**src/rtl/pp_dma_pkg.sv**
```systemverilog
package pp_dma_pkg;
  typedef enum logic [2:0] {
    RG_CUR_A = 3'd0,
    RG_END_A = 3'd1,
    RG_CUR_B = 3'd2,
    RG_END_B = 3'd3,
    RG_CTRL  = 3'd4,
    RG_STAT  = 3'd5
  } pp_reg_e;

  localparam int CB_DIR = 4;
  localparam int CB_CLR = 6;
  localparam int CB_EN  = 7;
endpackage

```
**src/rtl/pp_slot.sv**
```systemverilog
module pp_slot #(
  parameter int ADDR_W = 16
) (
  input  logic              clk,
  input  logic              rst,
  input  logic              clr,
  input  logic              wr_cur,
  input  logic              wr_end,
  input  logic [ADDR_W-1:0] wdata,
  input  logic              adv,
  input  logic [ADDR_W-3:0] step,
  output logic [ADDR_W-1:0] cur_o,
  output logic [ADDR_W-1:0] end_o,
  output logic              valid_o,
  output logic              last_o
);
  localparam int LA = ADDR_W - 2;

  logic [ADDR_W-1:0] cur_q, end_q;
  logic              valid_q;

  assign last_o  = (cur_q[LA-1:0] == end_q[LA-1:0]);
  assign cur_o   = cur_q;
  assign end_o   = end_q;
  assign valid_o = valid_q;

  always_ff @(posedge clk) begin
    if (rst) begin
      cur_q   <= '0;
      end_q   <= '0;
      valid_q <= 1'b0;
    end else begin
      if (wr_cur)
        cur_q <= wdata;
      else if (adv)
        cur_q <= {cur_q[ADDR_W-1:LA], cur_q[LA-1:0] + step};
      if (clr)
        valid_q <= 1'b0;
      else if (wr_end) begin
        end_q   <= wdata;
        valid_q <= 1'b1;
      end else if (adv && last_o)
        valid_q <= 1'b0;
    end
  end

  AST_EMPTY_HOLDS: assert property (@(posedge clk) disable iff (rst)
    (!valid_q && !wr_cur) |=> $stable(cur_q));
  AST_END_COMMITS: assert property (@(posedge clk) disable iff (rst)
    (wr_end && !clr) |=> valid_q);
endmodule

```
**src/rtl/pp_seq.sv**
```systemverilog
module pp_seq (
  input  logic       clk,
  input  logic       rst,
  input  logic       clr,
  input  logic       en,
  input  logic       dreq,
  input  logic [1:0] v,
  input  logic [1:0] lst,
  input  logic [1:0] halt_flag,
  input  logic [1:0] wr_end,
  output logic       act,
  output logic [1:0] adv,
  output logic       go,
  output logic       stop,
  output logic       ovf,
  output logic       nxt,
  output logic       dack
);
  logic oth, done;

  assign oth  = ~act;
  assign go   = en & ~stop & v[act] & dreq;
  assign done = go & lst[act];
  assign adv  = go ? (act ? 2'b10 : 2'b01) : 2'b00;

  always_ff @(posedge clk) begin
    if (rst || clr) begin
      act  <= 1'b0;
      stop <= 1'b0;
      ovf  <= 1'b0;
      nxt  <= 1'b0;
      dack <= 1'b0;
    end else begin
      dack <= go;
      if (|wr_end) begin
        nxt <= wr_end[0];
        if (!stop) ovf <= 1'b0;
      end
      if (done) begin
        act <= oth;
        if (halt_flag[act]) begin
          stop <= 1'b1;
          ovf  <= 1'b1;
        end else if (!v[oth] && !wr_end[oth]) begin
          ovf <= 1'b1;
        end
      end
    end
  end

  AST_DACK_NEEDS_REQ: assert property (@(posedge clk) disable iff (rst)
    dack |-> ($past(dreq) && $past(en)));
  AST_HALT_QUIET: assert property (@(posedge clk) disable iff (rst)
    stop |=> !dack);
  AST_UNDERRUN_OVF: assert property (@(posedge clk) disable iff (rst)
    (done && !clr && !v[oth] && !wr_end[oth]) |=> ovf);
endmodule

```
**src/rtl/pp_dma_channel.sv**
```systemverilog
module pp_dma_channel
  import pp_dma_pkg::*;
#(
  parameter int ADDR_W = 16
) (
  input  logic              clk,
  input  logic              rst,
  input  logic              reg_we,
  input  logic [2:0]        reg_addr,
  input  logic [ADDR_W-1:0] reg_wdata,
  output logic [ADDR_W-1:0] reg_rdata,
  input  logic              dreq,
  output logic              dack,
  output logic              mem_strobe,
  output logic [ADDR_W-3:0] mem_addr,
  output logic              mem_wr,
  output logic              irq
);
  localparam int LA = ADDR_W - 2;

  logic       en_q, dir_q;
  logic [1:0] size_q;
  logic       ctrl_wr, clr;
  logic [LA-1:0] step;

  logic [1:0][ADDR_W-1:0] cur_s, end_s;
  logic [1:0] v, lst, halt_flag, wr_cur, wr_end, adv;
  logic act, go, stop, ovf, nxt, dack_q;
  logic [2:0] stat;

  assign ctrl_wr = reg_we && (reg_addr == RG_CTRL);
  assign clr     = ctrl_wr && reg_wdata[CB_CLR];
  assign step    = {{(LA-1){1'b0}}, 1'b1} << size_q;

  always_ff @(posedge clk) begin
    if (rst) begin
      en_q   <= 1'b0;
      dir_q  <= 1'b0;
      size_q <= 2'd0;
    end else if (ctrl_wr) begin
      if (reg_wdata[CB_CLR]) begin
        en_q   <= 1'b0;
        dir_q  <= 1'b0;
        size_q <= 2'd0;
      end else begin
        en_q   <= reg_wdata[CB_EN];
        dir_q  <= reg_wdata[CB_DIR];
        size_q <= reg_wdata[1:0];
      end
    end
  end

  for (genvar g = 0; g < 2; g++) begin : g_slot
    assign wr_cur[g]    = reg_we && (reg_addr == 3'(2*g));
    assign wr_end[g]    = reg_we && (reg_addr == 3'(2*g+1));
    assign halt_flag[g] = end_s[g][ADDR_W-1] & end_s[g][ADDR_W-2];
    pp_slot #(.ADDR_W(ADDR_W)) u_slot (
      .clk(clk), .rst(rst), .clr(clr),
      .wr_cur(wr_cur[g]), .wr_end(wr_end[g]), .wdata(reg_wdata),
      .adv(adv[g]), .step(step),
      .cur_o(cur_s[g]), .end_o(end_s[g]), .valid_o(v[g]), .last_o(lst[g])
    );
  end

  pp_seq u_seq (
    .clk(clk), .rst(rst), .clr(clr), .en(en_q), .dreq(dreq),
    .v(v), .lst(lst), .halt_flag(halt_flag), .wr_end(wr_end),
    .act(act), .adv(adv), .go(go), .stop(stop), .ovf(ovf), .nxt(nxt),
    .dack(dack_q)
  );

  always_ff @(posedge clk) begin
    if (rst) begin
      mem_addr <= '0;
      mem_wr   <= 1'b0;
    end else if (go) begin
      mem_addr <= cur_s[act][LA-1:0];
      mem_wr   <= dir_q;
    end
  end

  assign dack       = dack_q;
  assign mem_strobe = dack_q;
  assign irq        = en_q & ~stop & ~(&v);
  assign stat       = {ovf ^ ~nxt, ovf, irq};

  always_ff @(posedge clk) begin
    if (rst) reg_rdata <= '0;
    else begin
      case (reg_addr)
        RG_CUR_A: reg_rdata <= cur_s[0];
        RG_END_A: reg_rdata <= end_s[0];
        RG_CUR_B: reg_rdata <= cur_s[1];
        RG_END_B: reg_rdata <= end_s[1];
        RG_CTRL:  reg_rdata <= ADDR_W'({en_q, 2'b00, dir_q, 2'b00, size_q});
        RG_STAT:  reg_rdata <= ADDR_W'(stat);
        default:  reg_rdata <= '0;
      endcase
    end
  end
endmodule

```
**config.mk**
```make
export PLATFORM = sky130hd
export DESIGN_NAME = pp_dma_channel
export DESIGN_NICKNAME = d
export VERILOG_FILES = /design/src/rtl/pp_dma_pkg.sv /design/src/rtl/pp_slot.sv /design/src/rtl/pp_seq.sv /design/src/rtl/pp_dma_channel.sv
export SDC_FILE = /design/constraint.sdc
export NUM_CORES = 1
export LEC_CHECK = 0
export BUFFER_PORTS_ARGS = -buffer_cell sky130_fd_sc_hd__buf_4
export CORE_MARGIN = 2
export CORE_UTILIZATION = 32
export CTS_BUF_LIST = sky130_fd_sc_hd__clkbuf_8
export CTS_CLUSTER_SIZE = 10
export DETAILED_ROUTE_END_ITERATION = 8
export PLACE_DENSITY = 0.49
export SLEW_MARGIN = 20
export SYNTH_ARGS = -nofsm -noshare
export SYNTH_HDL_FRONTEND = slang
export SYNTH_SLANG_ARGS = --single-unit
```
**constraint.sdc**
```tcl
create_clock -name clk -period 4.4 [get_ports clk]
set_input_delay 0.22 -clock clk [delete_from_list [all_inputs] [get_ports clk]]
set_output_delay 0.22 -clock clk [all_outputs]
set_load 0.03 [all_outputs]
```
==> impl_metrics.json, run 1 <==
{
  "rows": 47,
  "syn_nets": 657,
  "crit_fanout": 10,
  "cts-buffers-inserted": 9,
  "min_period_ns": 2.61,
  "fp.dieH_um": 134,
  "timing.fmax_mhz": 383,
  "die_w_um": 134,
  "layout_commonest_cell": "dfxtp_1",
  "vias_per_cell": 5.56,
  "postCtsSetupBuffers": 0,
  "max-cap-violations": 0,
  "tightest_slew_ns": 0.965,
  "num_io_pins": 57,
  "clock-sinks": 106,
  "p_seq_frac": 0.536,
  "grt_max_degree": 70,
  "placed_cells": 855,
  "async_flop_share": 0,
  "seq_area_frac_synth": 0.390,
  "initial_core_util": 0.328,
  "regArea_mm2": 0.00212,
  "antenna_found_initial": 0,
  "report.final.slew_viol_count": 0,
  "synth_area_per_cell_um2": 8.67,
  "setup.worst_path.end_class": "register",
  "num_antenna_cells": 0,
  "p_total_mw": 1.89,
  "crit_path_start_kind": "register",
  "coreArea_mm2": 0.0166,
  "drt_wl_total_mm": 17.7,
  "netlist_area_mm2": 0.00545,
  "postRouteAntennaNets": 0,
  "vias": 4839,
  "finalSetupViolCount": 0,
  "track_usage": 0.200,
  "period_share": 0.593,
  "critical_path_required_ns": 4.71,
  "grt_pass1_vias": 4673,
  "area_growth_pct": 13.4,
  "root_buffer": "clkbuf_8",
  "worstPathArrival_ns": 2.92,
  "wire_per_inst_um": 20.3,
  "hold_path_class": "in2reg",
  "hold_buffers": 0,
  "cts_tree": "yes",
  "p_clk_frac": 0.373,
  "synth_cells": 628,
  "rsz0062_at_grt": "no",
  "hpwl_mm": 12.4,
  "layout.nets": 675,
  "drtIter0Drc": 453,
  "cell_internal_pwr_mw": 1.40,
  "final_cell_mix": "106 x dfxtp_1, 94 x nand2_1, 68 x nor2_1",
  "grt-ovfl-total": 0,
  "power_leakage_nw": 2.30,
  "drtPass1Iterations": 5,
  "synth.distinct_cells": 68,
  "finalSetupTns_ns": 0,
  "dieArea_mm2": 0.0181,
  "cts.path.max_buffers": 2,
  "finClkSkew_ns": 0.0228,
  "combPwrFrac": 0.091,
  "fill_cells": 1736,
  "ys.flop_type": "dfxtp_1",
  "finalHoldViolations": 0,
  "peakVddDrop_mv": 0.123,
  "synth_edf_count": 0,
  "grt_pass1_wl_mm": 27.5,
  "clk_latency_ns": 0.40,
  "ys_ff_latch": 106,
  "multi_input_area_mm2": 0.00309,
  "switching_share": 0.261,
  "status": "complete, no violations",
  "drive_gt1_frac": 0.167,
  "drc": 0,
  "gp_congestion": 0.822,
  "switchingPower_mw": 0.493,
  "htreeDepth": 3,
  "cts_resized": 0,
  "maxSlewHeadroom": 0.355,
  "clk_pin_slew_ns": 0.12,
  "yosys_warnings": 0,
  "stdcell_count": 871,
  "worstSetupPathType": "reg2reg",
  "portBuffers": 56,
  "powerDensity_mw_per_mm2": 306
}
## per-stage QoR
stage                     cell area (um2)   util  hold slack [ns]  setup slack [ns]
final                                6180  0.372           0.0806              1.79
after floorplan                      5450      -            0.345              2.18
after global placement               5950  0.359            0.443              1.97
after global routing                 6180  0.372           0.0744              1.57
after CTS                            6180  0.372           0.0708              1.86
after detailed placement             5950  0.359            0.458              1.89
## worst max-delay path, cell delays in order (launching register included)
cell	delay (ns)
dfxtp_1	0.51
nand2b_1	0.25
xnor2_1	0.11
ha_1	0.27
or2_2	0.28
a21oi_1	0.50
a2111oi_1	0.20
xnor2_1	0.17
a211oi_1	0.22
## routing by layer
metal	vias to the layer above	wire length (um)	global-route usage
met3	21	743	0.0353
met2	149	8420	0.330
met1	2369	8220	0.267
li1	2300	-	-
met5	-	0	0
met4	0	308	0.0632
## flip-flops by register name, summed over array words and instances (netlist names)
register / cells
u_seq.nxt: 1
u_seq.stop: 1
u_seq.ovf: 1
reg_rdata: 16
g_slot.u_slot.end_o: 32
g_slot.u_slot.valid_o: 2
u_seq.dack: 1
g_slot.u_slot.cur_o: 32
mem_addr: 14
en_q: 1
dir_q: 1
u_seq.act: 1
size_q: 2
mem_wr: 1
## area by class of cell
class | count | share of cell area
clock buffers | 11 | 0.0245
clock inverters | 5 | 0.0126
inverters | 5 | 0.00304
multi-input cells | 465 | 0.500
flip-flops and latches | 106 | 0.344
well taps | 220 | 0.0446
repair buffers | 59 | 0.0717
## kinds of logic (layout without fill, tap and decap cells)
logic type / count (synthesis) / in the layout / synth area share
flops: 106 / 106 / 0.390
xor+xnor: 39 / 39 / 0.0627
fa+ha+maj: 7 / 7 / 0.0159
buf+inv: 57 / 80 / 0.0432
compound gates: 139 / 139 / 0.187
mux: 25 / 25 / 0.0742
simple gates: 255 / 255 / 0.227
## Yosys cell counts (2+ instances only)
master,number,area share
or3_1,6,0.0069
nand2_1,94,0.065
ha_1,6,0.014
o211ai_1,2,0.0028
mux2_2,3,0.0062
nand3_1,11,0.010
a21o_1,3,0.0041
a211oi_1,5,0.0069
o31ai_1,5,0.0069
nor4_1,17,0.020
xnor2_1,9,0.014
clkbuf_1,38,0.026
or4_1,5,0.0069
buf_2,8,0.0074
nand4_1,7,0.0080
nor3_1,2,0.0018
xor2_1,30,0.048
and2_1,5,0.0057
or2_2,2,0.0023
a21oi_1,50,0.046
mux4_2,12,0.050
inv_1,5,0.0034
a222oi_1,13,0.024
o31a_1,5,0.0080
a22oi_1,5,0.0069
buf_1,4,0.0028
o21ai_1,2,0.0018
and3_1,2,0.0023
a311oi_1,15,0.024
and4_1,2,0.0032
a31oi_1,4,0.0046
nor2b_1,18,0.021
o21ai_0,8,0.0074
nand2b_1,4,0.0046
nor2_4,2,0.0041
or3_4,2,0.0041
a211oi_2,4,0.0092
nor2_1,68,0.047
o22a_1,2,0.0032
mux2i_1,10,0.018
dfxtp_1,106,0.39
## power by group through the flow
stage	clock network (mW)	registers, mW	logic [mW]
global placement	0	1.03	0.170
floorplan	0	1.02	0.115
CTS	0.720	1.01	0.173
detailed placement	0	1.03	0.172
global route	0.762	1.02	0.188
finish	0.705	1.01	0.173
## worst paths after layout
check,startpoint,to,slack (ns),cells after the start
max,size_q[1]$_SDFFE_PP0P_,g_slot[1].u_slot.cur_o[4]$_SDFFE_PP0P_,1.79,8
min,reg_wdata[12],g_slot[0].u_slot.end_o[12]$_SDFFE_PP0P_,0.08,3
max reg2reg,size_q[1]$_SDFFE_PP0P_,g_slot[1].u_slot.cur_o[4]$_SDFFE_PP0P_,1.79,8
min reg2reg,g_slot[0].u_slot.cur_o[14]$_SDFFE_PP0P_,g_slot[0].u_slot.cur_o[14]$_SDFFE_PP0P_,0.48,2
Power figures use the tool's default switching activity.
==> inputs of run 2 (changes only) <==
==> constraint.sdc (replaced) <==
create_clock -name clk -period 2.4 [get_ports clk]
set_input_delay 0.12 -clock clk [delete_from_list [all_inputs] [get_ports clk]]
set_output_delay 0.12 -clock clk [all_outputs]
set_load 0.03 [all_outputs]
==> run 2 against run 1 <==
Against the previous run: wire length is 1.0% lower; final cell count is 3.8% higher; critical path depth stayed put; critical endpoint is now g_slot[0].u_slot.cur_o[10]$_SDFFE_PP0P_; via count is 2.5% higher; first-iteration DRC count is 5.5% higher; die area stayed put; largest cell class unchanged; clock skew is 0.013 ns lower.
==> impl_metrics.json, run 2 (synthesis results as in run 1) <==
{
  "status": "complete, no violations",
  "p_clk_frac": 0.353,
  "grt_pass1_vias": 4569,
  "grt_max_degree": 48,
  "initial_core_util": 0.328,
  "maxSlewHeadroom": 0.498,
  "worstSetupPathType": "reg2reg",
  "switching_share": 0.278,
  "p_seq_frac": 0.542,
  "fp.dieH_um": 134,
  "stdcell_area_mm2": 0.00647,
  "die_w_um": 134,
  "period_share": 0.947,
  "clk_pin_slew_ns": 0.11,
  "report.final.slew_viol_count": 0,
  "combPwrFrac": 0.105,
  "drive_gt1_frac": 0.194,
  "tightest_slew_ns": 0.753,
  "drtPass1Iterations": 7,
  "root_buffer": "clkbuf_8",
  "switchingPower_mw": 0.946,
  "final_cell_mix": "104 x dfxtp_1, 94 x nand2_1, 76 x buf_4",
  "layout.nets": 708,
  "grt-ovfl-total": 0,
  "drc": 0,
  "finalSetupTns_ns": 0,
  "power_leakage_nw": 2.45,
  "p_total_mw": 3.40,
  "clock-sinks": 106,
  "critical_path_required_ns": 2.71,
  "hold_path_class": "in2reg",
  "dieArea_mm2": 0.0181,
  "antenna_found_initial": 0,
  "worst_slack_ns": 0.127,
  "timing.hold.ws_ns": 0.0205,
  "dpl_cell_area_mm2": 0.00612,
  "vias_per_cell": 5.48,
  "rsz0062_at_grt": "no",
  "crit_path_start_kind": "register",
  "max-cap-violations": 0,
  "wire_per_inst_um": 19.4,
  "layout_commonest_cell": "dfxtp_1",
  "cts-buffers-inserted": 9,
  "drt_wl_total_mm": 17.5,
  "timing.fmax_mhz": 440,
  "hpwl_mm": 12.6,
  "num_io_pins": 57,
  "track_usage": 0.198,
  "cell_internal_pwr_mw": 2.46,
  "htreeDepth": 3,
  "finalSetupViolCount": 0,
  "portBuffers": 56,
  "pre_cts_slack_ns": 0.00613,
  "powerDensity_mw_per_mm2": 526,
  "cts_tree": "yes",
  "vias": 4958,
  "num_antenna_cells": 0,
  "finClkSkew_ns": 0.00969,
  "min_period_ns": 2.27,
  "rows": 47,
  "cts.path.max_buffers": 2,
  "coreArea_mm2": 0.0166,
  "crit_fanout": 10,
  "grt_pass1_wl_mm": 27.2,
  "drtIter0Drc": 478,
  "worstPathArrival_ns": 2.58,
  "peakVddDrop_mv": 0.249,
  "fill_cells": 1711,
  "postRouteAntennaNets": 0,
  "area_growth_pct": 18.8,
  "finalHoldViolations": 0,
  "postCtsSetupBuffers": 0,
  "gp_congestion": 0.852,
  "clk_latency_ns": 0.40,
  "setup.worst_path.end_class": "register"
}
[run 2: area by class of cell]
| class | count | area [um2] | share of cell area |
|---|---|---|---|
| well taps | 220 | 275 | 0.0425 |
| flip-flops and latches | 106 | 2130 | 0.329 |
| repair buffers | 92 | 751 | 0.116 |
| clock buffers | 10 | 138 | 0.0213 |
| clock inverters | 6 | 65.1 | 0.0101 |
| inverters | 5 | 18.8 | 0.00290 |
| multi-input cells | 465 | 3100 | 0.479 |
[run 2: metrics by stage]
stage                     utilization  std cells
after floorplan                     -        628
after global placement          0.369        874
after detailed placement        0.369        874
after CTS                       0.390        904
after global routing            0.390        904
final                           0.390        904
[run 2: power groups by stage]
stage | Clock [mW] | Combinational (mW) | Sequential (mW)
floorplan | 0 | 0.210 | 1.87
global placement | 0 | 0.335 | 1.89
detailed placement | 0 | 0.336 | 1.89
CTS | 1.24 | 0.355 | 1.85
global route | 1.31 | 0.385 | 1.85
finish | 1.20 | 0.356 | 1.85
[run 2: path summary, 6_finish.rpt]
kind | from | end | slack (ns) | cells after the start
max | size_q[1]$_SDFFE_PP0P_ | g_slot[0].u_slot.cur_o[10]$_SDFFE_PP0P_ | 0.13 | 8
min | reg_wdata[6] | g_slot[0].u_slot.end_o[6]$_SDFFE_PP0P_ | 0.02 | 3
min reg2reg | g_slot[0].u_slot.cur_o[14]$_SDFFE_PP0P_ | g_slot[0].u_slot.cur_o[14]$_SDFFE_PP0P_ | 0.46 | 2
max reg2reg | size_q[1]$_SDFFE_PP0P_ | g_slot[0].u_slot.cur_o[10]$_SDFFE_PP0P_ | 0.13 | 8
[run 2: what timing repair did]
item,in CTS,in global routing
hold buffers,14,0
endpoints found under the hold margin,34,0
gates resized for setup,1,4
endpoints found under the setup margin,2,12
pin swaps,0,0
[run 2: routing by layer]
metal  global-route usage  part of all wire
met5                    0                 0
met1                0.271              0.45
met4               0.0673             0.021
met2                0.321              0.48
met3               0.0282             0.047
[run 2: critical path: stages (launching register included)]
cell and delay (ns):
dfxtp_2 0.42, nand2b_1 0.23, xnor2_1 0.15, ha_1 0.23, o21ai_0 0.10, a21oi_1 0.22
a21oi_2 0.16, or4_1 0.42, a311oi_1 0.25
==> inputs of run 3 (changes only) <==
--- a/config.mk
+++ b/config.mk
@@ -5,13 +5,14 @@
 export SDC_FILE = /design/constraint.sdc
 export NUM_CORES = 1
 export LEC_CHECK = 0
-export BUFFER_PORTS_ARGS = -buffer_cell sky130_fd_sc_hd__buf_4
+export CAP_MARGIN = 25
 export CORE_MARGIN = 2
 export CORE_UTILIZATION = 32
 export CTS_BUF_LIST = sky130_fd_sc_hd__clkbuf_8
 export CTS_CLUSTER_SIZE = 10
 export DETAILED_ROUTE_END_ITERATION = 8
-export PLACE_DENSITY = 0.49
+export DONT_BUFFER_PORTS = 1
+export PLACE_DENSITY = 0.46
 export SLEW_MARGIN = 20
 export SYNTH_ARGS = -nofsm -noshare
 export SYNTH_HDL_FRONTEND = slang
==> run 3 against run 2 <==
Against the previous run: sequential share of layout area grew 1.8 points; sequential power is essentially flat; first-iteration DRC count shrank 23%; critical path type unchanged; critical endpoint is now g_slot[1].u_slot.cur_o[8]$_SDFFE_PP0P_; highest routed layer unchanged.
==> impl_metrics.json, run 3 (synthesis results as in run 1) <==
{
  "status": "complete, no violations",
  "power_leakage_nw": 2.18,
  "hold_path_class": "in2reg",
  "portBuffers": 0,
  "dieArea_mm2": 0.0181,
  "critical_path_required_ns": 2.71,
  "rsz0062_at_grt": "no",
  "drt_wl_total_mm": 18.2,
  "postCtsSetupBuffers": 0,
  "pre_cts_slack_ns": 0.00132,
  "crit_fanout": 11,
  "drtPass1Iterations": 7,
  "hpwl_mm": 12.6,
  "fp.dieH_um": 134,
  "peakVddDrop_mv": 0.223,
  "timing.fmax_mhz": 445,
  "rows": 47,
  "cp_top_family": "compound AO/OA/AOI/OAI gates",
  "postRouteAntennaNets": 0,
  "layout.nets": 661,
  "grt-ovfl-total": 0,
  "die_w_um": 134,
  "crit_path_start_kind": "register",
  "cts-buffers-inserted": 9,
  "clock-sinks": 106,
  "tightest_slew_ns": 0.852,
  "htreeDepth": 3,
  "min_period_ns": 2.25,
  "drc": 0,
  "clk_latency_ns": 0.39,
  "vias": 4810,
  "fin_util": 0.369,
  "finClkSkew_ns": 0.0102,
  "finalHoldViolations": 0,
  "timing.hold.ws_ns": 0.0345,
  "cts_tree": "yes",
  "crit_path_cell_trace": "nand2b_1, xnor2_1, ha_1, or2_2, a21oi_1, buf_4, a211oi_2, xnor2_1, a211oi_1",
  "period_share": 0.937,
  "multi_input_area_mm2": 0.00310,
  "placed_cells": 820,
  "gp_congestion": 0.888,
  "wire_per_inst_um": 21.3,
  "stdcell_count": 856,
  "worst_slack_ns": 0.152,
  "antenna_found_initial": 0,
  "grt_pass1_vias": 4645,
  "worstPathArrival_ns": 2.55,
  "final_cell_mix": "104 x dfxtp_1, 94 x nand2_1, 68 x nor2_1",
  "cpMostUsedCell": "xnor2_1",
  "maxSlewHeadroom": 0.432,
  "finalSetupTns_ns": 0,
  "vias_per_cell": 5.62,
  "report.final.slew_viol_count": 0,
  "path_buf_inv": 1,
  "critical_path.slowest_cell": "dfxtp_2",
  "clk_pin_slew_ns": 0.11,
  "root_buffer": "clkbuf_8",
  "coreArea_mm2": 0.0166,
  "reg2reg_slack_ns": 0.15,
  "track_usage": 0.205,
  "grt_pass1_wl_mm": 27.8,
  "cts.path.max_buffers": 2,
  "layout_commonest_cell": "dfxtp_1",
  "regArea_mm2": 0.00212,
  "num_io_pins": 57,
  "p_total_mw": 3.32,
  "setup.worst_path.end_class": "register",
  "grt_max_degree": 84,
  "dpl_cell_area_mm2": 0.00569,
  "fill_cells": 1705,
  "finalSetupViolCount": 0,
  "area_growth_pct": 12.4,
  "stdcell_area_mm2": 0.00612,
  "num_antenna_cells": 0,
  "powerDensity_mw_per_mm2": 542,
  "initial_core_util": 0.328,
  "cpPeakStageDelay_ns": 0.45,
  "drive_gt1_frac": 0.121,
  "worstSetupPathType": "reg2reg",
  "max-cap-violations": 0,
  "drtIter0Drc": 370
}
## run 3: worst reg2reg max path: cells and delay by family (launching register included)
kind / cells / cell delay, ns
AND/OR/NAND/NOR: 2 / 0.46
adder cells (fa/ha/maj): 1 / 0.26
buffers and inverters: 1 / 0.19
AO/OA/AOI/OAI: 3 / 0.52
flip-flops: 1 / 0.45
XOR/XNOR: 2 / 0.29
## run 3: final timing paths
check	from	end	cells after the start
min	reg_addr[1]	reg_rdata[9]$_SDFF_PP0_	2
min reg2reg	g_slot[0].u_slot.cur_o[14]$_SDFFE_PP0P_	g_slot[0].u_slot.cur_o[14]$_SDFFE_PP0P_	2
max reg2reg	size_q[0]$_SDFFE_PP0P_	g_slot[1].u_slot.cur_o[8]$_SDFFE_PP0P_	9
max	size_q[0]$_SDFFE_PP0P_	g_slot[1].u_slot.cur_o[8]$_SDFFE_PP0P_	9
## run 3: cell type report
class / instances / area share
multi-input cells: 465 / 0.507
clock buffers: 9 / 0.0202
clock inverters: 6 / 0.0112
flip-flops and latches: 106 / 0.347
well taps: 220 / 0.0450
repair buffers: 45 / 0.0667
inverters: 5 / 0.00307
## run 3: where the power goes
part / internal (mW) / switching, mW
Clock: 0.483 / 0.678
Sequential: 1.80 / 0.0567
Combinational: 0.132 / 0.173
Total: 2.41 / 0.908
## run 3: repair_timing
item,CTS,global route
hold endpoints to repair,88,0
pin swaps,0,0
resized for setup,1,3
hold buffers,21,0
setup endpoints to repair,3,12
## run 3: metal layers
| layer | GRT usage | wire length (um) | up-vias |
|---|---|---|---|
| met5 | 0 | 0 | - |
| met4 | 0.116 | 902 | 0 |
| met3 | 0.0327 | 686 | 45 |
| met2 | 0.321 | 8360 | 128 |
| met1 | 0.270 | 8250 | 2359 |
| li1 | - | - | 2278 |
